### config.mk
export PLATFORM = sky130hd
export DESIGN_NAME = dma2d_addr_gen
export DESIGN_NICKNAME = d
export VERILOG_FILES = /design/src/rtl/dma2d_pkg.sv /design/src/rtl/dma2d_req_check.sv /design/src/rtl/dma2d_burst_calc.sv /design/src/rtl/dma2d_walker.sv /design/src/rtl/dma2d_addr_gen.sv
export SDC_FILE = /design/constraint.sdc
export NUM_CORES = 1
export LEC_CHECK = 0
export ABC_AREA = 1
export BUFFER_PORTS_ARGS = -buffer_cell sky130_fd_sc_hd__buf_2
export CELL_PAD_IN_SITES_DETAIL_PLACEMENT = 0
export CELL_PAD_IN_SITES_GLOBAL_PLACEMENT = 1
export CORE_MARGIN = 5
export CORE_UTILIZATION = 45
export CTS_BUF_LIST = sky130_fd_sc_hd__clkbuf_4 sky130_fd_sc_hd__clkbuf_8 sky130_fd_sc_hd__clkbuf_16
export CTS_CLUSTER_DIAMETER = 100
export DETAILED_ROUTE_END_ITERATION = 10
export GPL_TIMING_DRIVEN = 1
export HOLD_SLACK_MARGIN = 0.02
export MAX_ROUTING_LAYER = met4
export PLACE_DENSITY = 0.87
export SKIP_CTS_REPAIR_TIMING = 1
export SYNTH_ARGS = -nofsm -noshare
export SYNTH_HDL_FRONTEND = slang
export SYNTH_HIERARCHICAL = 1
export SYNTH_SLANG_ARGS = --single-unit
### constraint.sdc
create_clock -name clk -period 7.5 [get_ports clk]
set_input_delay 0.75 -clock clk [delete_from_list [all_inputs] [get_ports clk]]
set_output_delay 0.75 -clock clk [all_outputs]
set_load 0.005 [all_outputs]
### src/rtl/dma2d_pkg.sv
package dma2d_pkg;
   typedef enum logic {
      G_IDLE = 1'b0,
      G_RUN  = 1'b1
   } gen_state_e;
endpackage

### src/rtl/dma2d_req_check.sv
module dma2d_req_check #(
   parameter int ADDR_W     = 32,
   parameter int LEN_W      = 16,
   parameter int ROWS_W     = 16,
   parameter int WSEL_W     = 3,
   parameter int MAX_W_LOG2 = 4
) (
   input  logic [ADDR_W-1:0] start,
   input  logic [LEN_W-1:0]  xlen_m1,
   input  logic [ROWS_W-1:0] ylen_m1,
   input  logic [LEN_W-1:0]  stride,
   input  logic [WSEL_W-1:0] wsel,
   output logic              bad
);
   localparam int PAD_LEN  = ADDR_W - LEN_W - 1;
   localparam int PAD_STR  = ADDR_W - LEN_W;

   logic [ADDR_W-1:0] mask;
   logic [LEN_W:0]    row_bytes;
   logic              multi_row;
   logic              width_bad, start_bad, len_bad, stride_bad, short_bad, long_bad;

   always_comb begin
      mask       = (ADDR_W'(1) << wsel) - ADDR_W'(1);
      row_bytes  = {1'b0, xlen_m1} + {{LEN_W{1'b0}}, 1'b1};
      multi_row  = |ylen_m1;
      width_bad  = wsel > WSEL_W'(MAX_W_LOG2);
      start_bad  = |(start & mask);
      len_bad    = |({{PAD_LEN{1'b0}}, row_bytes} & mask);
      stride_bad = multi_row && (|({{PAD_STR{1'b0}}, stride} & mask));
      short_bad  = multi_row && ({1'b0, stride} < row_bytes);
      long_bad   = &xlen_m1;
      bad        = width_bad | start_bad | len_bad | stride_bad | short_bad | long_bad;
   end
endmodule

### src/rtl/dma2d_burst_calc.sv
module dma2d_burst_calc #(
   parameter int ADDR_W    = 32,
   parameter int LEN_W     = 16,
   parameter int WSEL_W    = 3,
   parameter int MAX_BURST = 16,
   parameter int BND_LOG2  = 12,
   parameter bit SPLIT     = 1'b1,
   localparam int BEAT_W   = $clog2(MAX_BURST + 1)
) (
   input  logic [ADDR_W-1:0] addr,
   input  logic [LEN_W:0]    rem_bytes,
   input  logic [WSEL_W-1:0] wsel,
   output logic [BEAT_W-1:0] beats
);
   localparam int CW = (LEN_W > BND_LOG2) ? LEN_W + 1 : BND_LOG2 + 1;

   logic [CW-1:0] rem_beats;
   logic [CW-1:0] bnd_beats;
   logic [CW-1:0] pick;

   assign rem_beats = CW'(rem_bytes >> wsel);

   generate
      if (SPLIT) begin : g_page
         logic [BND_LOG2:0] to_edge;
         assign to_edge   = (BND_LOG2+1)'(1 << BND_LOG2) - {1'b0, addr[BND_LOG2-1:0]};
         assign bnd_beats = CW'(to_edge >> wsel);
      end else begin : g_nopage
         assign bnd_beats = {CW{1'b1}};
      end
   endgenerate

   always_comb begin
      pick = CW'(MAX_BURST);
      if (rem_beats < pick) pick = rem_beats;
      if (bnd_beats < pick) pick = bnd_beats;
      beats = BEAT_W'(pick);
   end
endmodule

### src/rtl/dma2d_walker.sv
module dma2d_walker
   import dma2d_pkg::*;
#(
   parameter int ADDR_W     = 32,
   parameter int LEN_W      = 16,
   parameter int ROWS_W     = 16,
   parameter int WSEL_W     = 3,
   parameter int ID_W       = 4,
   parameter int MAX_BURST  = 16,
   parameter int BND_LOG2   = 12,
   parameter bit SPLIT      = 1'b1,
   localparam int BEAT_W    = $clog2(MAX_BURST + 1)
) (
   input  logic              clk,
   input  logic              rst_n,
   input  logic              enable,
   input  logic              req_valid,
   input  logic              req_bad,
   output logic              req_ready,
   input  logic [ADDR_W-1:0] req_start,
   input  logic [LEN_W-1:0]  req_xlen_m1,
   input  logic [ROWS_W-1:0] req_ylen_m1,
   input  logic [LEN_W-1:0]  req_stride,
   input  logic              req_cyclic,
   input  logic [WSEL_W-1:0] req_wsel,
   input  logic [ID_W-1:0]   req_id,
   input  logic [BEAT_W-1:0] beats,
   output logic [LEN_W:0]    rem_bytes,
   output logic [WSEL_W-1:0] cfg_wsel,
   output logic              cmd_valid,
   input  logic              cmd_ready,
   output logic [ADDR_W-1:0] cur_addr,
   output logic              done_valid,
   output logic [ID_W-1:0]   done_id,
   output logic              err_valid
);
   localparam int STEP_PAD = LEN_W + 1 - BEAT_W;
   localparam int APAD     = ADDR_W - LEN_W - 1;

   gen_state_e        state;
   logic [ADDR_W-1:0] cfg_start, row_start;
   logic [LEN_W:0]    cfg_row;
   logic [ROWS_W-1:0] cfg_rows_m1, rows_left;
   logic [LEN_W-1:0]  cfg_stride;
   logic              cfg_cyc;
   logic [ID_W-1:0]   cfg_id;
   logic [LEN_W:0]    step;
   logic [ADDR_W-1:0] next_row;
   logic              row_end, pass_end;

   assign req_ready = (state == G_IDLE) && enable;
   assign cmd_valid = (state == G_RUN);

   always_comb begin
      step     = {{STEP_PAD{1'b0}}, beats} << cfg_wsel;
      next_row = row_start + {{(ADDR_W-LEN_W){1'b0}}, cfg_stride};
      row_end  = (rem_bytes == step);
      pass_end = row_end && (rows_left == '0);
   end

   always_ff @(posedge clk) begin
      if (!rst_n) begin
         state       <= G_IDLE;
         cfg_start   <= '0;
         row_start   <= '0;
         cur_addr    <= '0;
         cfg_row     <= '0;
         rem_bytes   <= '0;
         cfg_rows_m1 <= '0;
         rows_left   <= '0;
         cfg_stride  <= '0;
         cfg_cyc     <= 1'b0;
         cfg_wsel    <= '0;
         cfg_id      <= '0;
         done_valid  <= 1'b0;
         done_id     <= '0;
         err_valid   <= 1'b0;
      end else begin
         done_valid <= 1'b0;
         err_valid  <= 1'b0;
         case (state)
            G_IDLE: begin
               if (req_valid && enable) begin
                  if (req_bad) begin
                     err_valid <= 1'b1;
                  end else begin
                     state       <= G_RUN;
                     cfg_start   <= req_start;
                     row_start   <= req_start;
                     cur_addr    <= req_start;
                     cfg_row     <= {1'b0, req_xlen_m1} + {{LEN_W{1'b0}}, 1'b1};
                     rem_bytes   <= {1'b0, req_xlen_m1} + {{LEN_W{1'b0}}, 1'b1};
                     cfg_rows_m1 <= req_ylen_m1;
                     rows_left   <= req_ylen_m1;
                     cfg_stride  <= req_stride;
                     cfg_cyc     <= req_cyclic;
                     cfg_wsel    <= req_wsel;
                     cfg_id      <= req_id;
                  end
               end
            end
            default: begin
               if (!enable) begin
                  state <= G_IDLE;
               end else if (cmd_ready) begin
                  if (pass_end) begin
                     done_valid <= 1'b1;
                     done_id    <= cfg_id;
                     if (cfg_cyc) begin
                        row_start <= cfg_start;
                        cur_addr  <= cfg_start;
                        rem_bytes <= cfg_row;
                        rows_left <= cfg_rows_m1;
                     end else begin
                        state <= G_IDLE;
                     end
                  end else if (row_end) begin
                     row_start <= next_row;
                     cur_addr  <= next_row;
                     rem_bytes <= cfg_row;
                     rows_left <= rows_left - ROWS_W'(1);
                  end else begin
                     cur_addr  <= cur_addr + {{APAD{1'b0}}, step};
                     rem_bytes <= rem_bytes - step;
                  end
               end
            end
         endcase
      end
   end

   // an offered burst is held while the bus stalls
   a_r11_hold_stalled: assert property (@(posedge clk) disable iff (!rst_n)
      cmd_valid && enable && !cmd_ready |=> cmd_valid && $stable(cur_addr) && $stable(beats));

   // burst length within 1..MAX_BURST
   a_r4_beats_range: assert property (@(posedge clk) disable iff (!rst_n)
      cmd_valid |-> (beats != '0) && (beats <= BEAT_W'(MAX_BURST)));

   // every issued address sits on a beat boundary
   a_r8_addr_aligned: assert property (@(posedge clk) disable iff (!rst_n)
      cmd_valid |-> ((cur_addr & ((ADDR_W'(1) << cfg_wsel) - ADDR_W'(1))) == '0));

   // a rejection never overlaps bus traffic
   a_r8_err_quiet: assert property (@(posedge clk) disable iff (!rst_n)
      err_valid |-> !cmd_valid && !done_valid);

   // completion only follows an active walk
   a_r6_done_after_run: assert property (@(posedge clk) disable iff (!rst_n)
      done_valid |-> $past(state == G_RUN));

   // requests are taken only while idle
   a_r12_ready_idle: assert property (@(posedge clk) disable iff (!rst_n)
      req_ready |-> !cmd_valid && enable);

   generate
      if (SPLIT) begin : g_chk_page
         // burst stays inside one page
         a_r5_no_cross: assert property (@(posedge clk) disable iff (!rst_n)
            cmd_valid |-> (({1'b0, cur_addr[BND_LOG2-1:0]} + (BND_LOG2+1)'(step))
                           <= (BND_LOG2+1)'(1 << BND_LOG2)));
      end
   endgenerate
endmodule

### src/rtl/dma2d_addr_gen.sv
module dma2d_addr_gen #(
   parameter int ADDR_W     = 32,
   parameter int LEN_W      = 16,
   parameter int ROWS_W     = 16,
   parameter int ID_W       = 4,
   parameter int MAX_W_LOG2 = 4,
   parameter int MAX_BURST  = 16,
   parameter int BND_LOG2   = 12,
   parameter bit SPLIT      = 1'b1,
   localparam int WSEL_W    = $clog2(MAX_W_LOG2 + 1),
   localparam int BEAT_W    = $clog2(MAX_BURST + 1)
) (
   input  logic              clk,
   input  logic              rst_n,
   input  logic              enable,
   input  logic              req_valid,
   output logic              req_ready,
   input  logic [ADDR_W-1:0] req_start,
   input  logic [LEN_W-1:0]  req_xlen_m1,
   input  logic [ROWS_W-1:0] req_ylen_m1,
   input  logic [LEN_W-1:0]  req_stride,
   input  logic              req_cyclic,
   input  logic [WSEL_W-1:0] req_wsel,
   input  logic [ID_W-1:0]   req_id,
   output logic              cmd_valid,
   input  logic              cmd_ready,
   output logic [ADDR_W-1:0] cmd_addr,
   output logic [BEAT_W-1:0] cmd_beats,
   output logic [ADDR_W-1:0] cur_addr,
   output logic              done_valid,
   output logic [ID_W-1:0]   done_id,
   output logic              err_valid
);
   generate
      if (LEN_W + 1 >= ADDR_W) begin : g_bad_len
         $error("LEN_W must be smaller than ADDR_W - 1");
      end
      if (MAX_W_LOG2 >= BND_LOG2) begin : g_bad_bnd
         $error("beat size must be smaller than the page");
      end
      if (MAX_BURST < 1 || LEN_W + 1 <= BEAT_W) begin : g_bad_burst
         $error("MAX_BURST out of range");
      end
   endgenerate

   logic              bad;
   logic [LEN_W:0]    rem_bytes;
   logic [WSEL_W-1:0] cfg_wsel;
   logic [BEAT_W-1:0] beats;

   dma2d_req_check #(
      .ADDR_W(ADDR_W), .LEN_W(LEN_W), .ROWS_W(ROWS_W),
      .WSEL_W(WSEL_W), .MAX_W_LOG2(MAX_W_LOG2)
   ) u_check (
      .start(req_start), .xlen_m1(req_xlen_m1), .ylen_m1(req_ylen_m1),
      .stride(req_stride), .wsel(req_wsel), .bad(bad)
   );

   dma2d_burst_calc #(
      .ADDR_W(ADDR_W), .LEN_W(LEN_W), .WSEL_W(WSEL_W),
      .MAX_BURST(MAX_BURST), .BND_LOG2(BND_LOG2), .SPLIT(SPLIT)
   ) u_calc (
      .addr(cur_addr), .rem_bytes(rem_bytes), .wsel(cfg_wsel), .beats(beats)
   );

   dma2d_walker #(
      .ADDR_W(ADDR_W), .LEN_W(LEN_W), .ROWS_W(ROWS_W), .WSEL_W(WSEL_W),
      .ID_W(ID_W), .MAX_BURST(MAX_BURST), .BND_LOG2(BND_LOG2), .SPLIT(SPLIT)
   ) u_walk (
      .clk(clk), .rst_n(rst_n), .enable(enable),
      .req_valid(req_valid), .req_bad(bad), .req_ready(req_ready),
      .req_start(req_start), .req_xlen_m1(req_xlen_m1), .req_ylen_m1(req_ylen_m1),
      .req_stride(req_stride), .req_cyclic(req_cyclic), .req_wsel(req_wsel),
      .req_id(req_id), .beats(beats), .rem_bytes(rem_bytes), .cfg_wsel(cfg_wsel),
      .cmd_valid(cmd_valid), .cmd_ready(cmd_ready), .cur_addr(cur_addr),
      .done_valid(done_valid), .done_id(done_id), .err_valid(err_valid)
   );

   assign cmd_addr  = cur_addr;
   assign cmd_beats = beats;
endmodule

==> metrics.txt <==
# TYPE chip_impl_metric gauge
chip_impl_metric{name="report.power.total",unit="mW"} 2.17
chip_impl_metric{name="ys_warn_count",unit=""} 6
chip_impl_metric{name="drive_above_1_share",unit=""} 0.102
chip_impl_info{name="tritoncts",value="done"} 1
chip_impl_metric{name="first_global_vias",unit=""} 16200
chip_impl_metric{name="grt_max_degree",unit=""} 96
chip_impl_metric{name="place_area",unit="sq um"} 16800
chip_impl_metric{name="share_of_flip_flops_with_an_asynchronous_set_or_reset_after_synthesis",unit=""} 0
chip_impl_info{name="yosys_most_used_dff",value="sky130_fd_sc_hd__dfxtp_1"} 1
chip_impl_metric{name="grt_antenna_before_repair",unit=""} 2
chip_impl_metric{name="htreeDepth",unit=""} 4
chip_impl_metric{name="grt_pass1_wl",unit="mm"} 90.1
chip_impl_metric{name="route.detailed.drc",unit=""} 0
chip_impl_metric{name="post-route-cell-area",unit="sq um"} 17400
chip_impl_metric{name="core_region_area",unit="sq um"} 35400
chip_impl_metric{name="timing_max_transition_violations_final",unit=""} 0
chip_impl_metric{name="setup_viol",unit=""} 0
chip_impl_metric{name="critical_path_arrival",unit="ns"} 6.95
chip_impl_metric{name="gr-total-overflow",unit=""} 0
chip_impl_metric{name="design.die.area",unit="sq um"} 39600
chip_impl_metric{name="cts.path.max_buffers",unit=""} 2
chip_impl_metric{name="final-hold-violation-count",unit=""} 0
chip_impl_info{name="synthDominantAreaCellType",value="sky130_fd_sc_hd__dfxtp_1"} 1
chip_impl_metric{name="fp-row-count",unit=""} 69
chip_impl_metric{name="die_width",unit="um"} 199
chip_impl_metric{name="worst-path-max-fanout",unit=""} 7
chip_impl_metric{name="final_period_minus_worst_setup_slack",unit="ns"} 6.60
chip_impl_metric{name="postSynthRegisterBits",unit=""} 193
chip_impl_metric{name="drt-wirelength-per-cell",unit="um"} 18.3
chip_impl_metric{name="ant_nets",unit=""} 0
chip_impl_metric{name="firstDrtPassIters",unit=""} 6
chip_impl_metric{name="tightest_slew",unit="ns"} 1.05
chip_impl_metric{name="depth_of_the_worst_register_to_register_path",unit=""} 37
chip_impl_metric{name="min_path_cells",unit=""} 2
chip_impl_info{name="cell_with_the_largest_stage_delay_on_the_worst_path",value="sky130_fd_sc_hd__o21ai_0"} 1
chip_impl_metric{name="reg2reg_slack",unit="ns"} 0.90
chip_impl_metric{name="synth-seq-area-share",unit=""} 0.240
chip_impl_metric{name="fin_setup_tns",unit="ns"} 0
chip_impl_metric{name="synth_largest_type_area_fraction",unit=""} 0.240
chip_impl_metric{name="die_height",unit="um"} 199
chip_impl_metric{name="worst-endpoint-required",unit="ns"} 7.84
chip_impl_info{name="endpoint_kind",value="flip-flop"} 1
chip_impl_metric{name="synth-edff-count",unit=""} 0
chip_impl_metric{name="floorplan.initialDensity",unit=""} 0.454
chip_impl_metric{name="critical_path_buf_inv_count",unit=""} 4
chip_impl_metric{name="numClockSinks",unit=""} 193
chip_impl_metric{name="synth.lib_cells_used.distinct",unit=""} 56
chip_impl_metric{name="p_leak",unit="nW"} 8.75
chip_impl_metric{name="drv.max_cap_violation_count",unit=""} 0
chip_impl_info{name="grt_setup_unrepaired",value="false"} 1
chip_impl_metric{name="port-buffer-count",unit=""} 169
chip_impl_metric{name="routed_wl",unit="mm"} 59.2
chip_impl_info{name="root_buffer",value="sky130_fd_sc_hd__clkbuf_16"} 1
chip_impl_metric{name="nNetsFinal",unit=""} 2923
chip_impl_metric{name="clock-skew-final",unit="ns"} 0.0167
chip_impl_metric{name="timing.fmax",unit="GHz"} 0.151
chip_impl_metric{name="cts.reportedPaths.clkPinSlew",unit="ns"} 0.08
chip_impl_metric{name="slew_headroom",unit=""} 0.302
chip_impl_metric{name="crit_cells",unit=""} 37
chip_impl_info{name="timing.setup.critical_path_class",value="flip-flop to flip-flop"} 1
chip_impl_metric{name="cts-buffers-inserted",unit=""} 17
chip_impl_metric{name="postSynthCellCount",unit=""} 2689
chip_impl_metric{name="syn_to_final_growth",unit="%"} 8.55
chip_impl_metric{name="num_vias",unit=""} 18000
chip_impl_metric{name="worstSkewPairLatency",unit="ns"} 0.45
chip_impl_metric{name="grt.total_usage",unit=""} 0.296
chip_impl_info{name="critical_path.startpoint_type",value="flip-flop"} 1
chip_impl_metric{name="slowest_delay",unit="ns"} 0.60
chip_impl_metric{name="cellPowerDensity",unit="nW/um^2"} 124
chip_impl_metric{name="vdd_ir_drop_max",unit="mV"} 0.127
chip_impl_metric{name="detailedPlacementHpwl",unit="mm"} 44.4
chip_impl_info{name="synth.area.top_cells",value="sky130_fd_sc_hd__dfxtp_1 (24%), sky130_fd_sc_hd__nand2_1 (15%), sky130_fd_sc_hd__nor2_1 (7.8%), sky130_fd_sc_hd__a21oi_1 (7.5%), sky130_fd_sc_hd__o21ai_0 (7.1%)"} 1
chip_impl_metric{name="post-route-period-util",unit=""} 0.880
chip_impl_info{name="timing.hold.worst.class",value="flip-flop to flip-flop"} 1
chip_impl_metric{name="synth.avg_cell_area",unit="sq um"} 5.97
chip_impl_metric{name="vias_per_cell",unit=""} 5.58
chip_impl_metric{name="gp_routability_congestion",unit=""} 0.996
chip_impl_info{name="worst_path_most_repeated_cell",value="sky130_fd_sc_hd__nand2_1"} 1
chip_impl_info{name="critPathTopFamily",value="simple AND/OR/NAND/NOR gates"} 1
chip_impl_metric{name="syn-cell-area",unit="sq um"} 16100
chip_impl_metric{name="drt_iter0_drc",unit=""} 1823
chip_impl_info{name="run_status",value="completed"} 1
chip_impl_metric{name="design.portCount",unit=""} 170
chip_impl_metric{name="holdWs",unit="ns"} 0.448
==> logic make-up after synthesis <==
family                   Yosys count  synth area share
AND/OR/NAND/NOR                 1336             0.356
AO/OA/AOI/OAI                    570             0.185
other                              1          0.000233
flip-flops                       193             0.240
buffers and inverters            448             0.122
adder cells (fa/ha/maj)           76            0.0606
XOR/XNOR                          62            0.0343
multiplexers                       3           0.00187
==> flip-flops by register name (all words and copies together), names as in the netlist <==
register	flops
u_walk/cfg_stride	16
u_walk/cfg_wsel	3
u_walk/cfg_rows_m1	16
u_walk/cur_addr	32
u_walk/done_id	4
u_walk/cfg_row	17
u_walk/cfg_id	4
u_walk/row_start	32
u_walk/cmd_valid	1
u_walk/rows_left	16
u_walk/cfg_cyc	1
u_walk/err_valid	1
u_walk/cfg_start	32
u_walk/rem_bytes	17
u_walk/done_valid	1
==> final cells by class <==
| class | instances | area (sq um) |
|---|---|---|
| antenna | 2 | 5.00 |
| clock buffer | 19 | 440 |
| inverter | 302 | 1150 |
| tap | 461 | 577 |
| multi-input combinational | 2055 | 10300 |
| timing repair buffer | 185 | 968 |
| fill | 3785 | 18000 |
| sequential | 193 | 3870 |
| clock inverter | 13 | 165 |
==> where the power goes <==
group	internal (mW)	switching, mW	leakage, nW
clock	0.514	0.468	0.297
sequential	1.02	0.000101	1.55
combinational	0.0530	0.112	6.90
total	1.59	0.580	8.75
==> stage by stage <==
step | std cells | utilization | setup WS (ns)
CTS | 3228 | 0.493 | 1.06
detailed placement | 3196 | 0.475 | 1.10
global route | 3230 | 0.493 | 0.221
finish | 3230 | 0.493 | 0.897
floorplan | 2696 | - | 2.40
global placement | 3196 | 0.475 | 1.24
==> per-layer routing <==
layer | vias up | track usage | part of all wire
met3 | 82 | 0.0549 | 0.092
met4 | 0 | 0.0811 | 0.026
met2 | 723 | 0.427 | 0.43
met1 | 8343 | 0.423 | 0.46
li1 | 8866 | - | -
met5 | - | - | 0
==> placed cells by master, fill, tap and decap left out, drive strengths merged, types with 2 or more instances in the layout <==
cell	netlist	routed
nor2	346	346
xor2	35	35
and3	2	2
bufinv	0	2
a31oi	7	7
clkbuf	60	19
a21oi	241	241
clkinv	5	7
nor3	45	45
nand3b	11	11
buf	86	185
o211ai	17	17
xnor2	27	27
ha	73	73
fa	3	3
nand2	654	654
inv	297	305
o221ai	2	2
nor4	10	10
and2	5	5
nand4	25	25
a21o	4	4
nor3b	2	2
diode	0	2
o21ai	285	285
mux2i	3	3
conb	1	8
o21bai	7	7
or2	8	8
o21a	3	3
a211oi	2	2
nand3	228	228
dfxtp	193	193
==> path summary, 6_finish.rpt <==
| path | startpoint | endpoint |
|---|---|---|
| setup / recovery | u_walk/cur_addr[0] | u_walk/cur_addr[23] |
| setup reg to reg | u_walk/cur_addr[0] | u_walk/cur_addr[23] |
| hold / removal | u_walk/done_id[1] | u_walk/done_id[1] |
| hold reg to reg | u_walk/done_id[1] | u_walk/done_id[1] |
==> cell usage after synthesis (8+ instances only) <==
library cell               count
sky130_fd_sc_hd__clkbuf_1     59
sky130_fd_sc_hd__nand2_1     644
sky130_fd_sc_hd__inv_1       285
sky130_fd_sc_hd__nand3_1     222
sky130_fd_sc_hd__buf_1        10
sky130_fd_sc_hd__o21ai_1      56
sky130_fd_sc_hd__nor3_1       41
sky130_fd_sc_hd__o211ai_1     17
sky130_fd_sc_hd__inv_2        10
sky130_fd_sc_hd__buf_2        24
sky130_fd_sc_hd__ha_1         73
sky130_fd_sc_hd__nand4_1      22
sky130_fd_sc_hd__nand3b_1     11
sky130_fd_sc_hd__nor2_1      333
sky130_fd_sc_hd__or2_2         8
sky130_fd_sc_hd__o21ai_0     228
sky130_fd_sc_hd__xor2_1       34
sky130_fd_sc_hd__nor4_1        9
sky130_fd_sc_hd__buf_6        12
sky130_fd_sc_hd__dfxtp_1     193
sky130_fd_sc_hd__buf_4        40
sky130_fd_sc_hd__nor2_2       10
sky130_fd_sc_hd__xnor2_1      27
sky130_fd_sc_hd__a21oi_1     241
==> worst min-delay path, stage by stage (launching register included) <==
cell and delay (ns):
sky130_fd_sc_hd__dfxtp_1 0.31, sky130_fd_sc_hd__inv_1 0.05, sky130_fd_sc_hd__a21oi_1 0.05
Power figures use the tool's default switching activity.
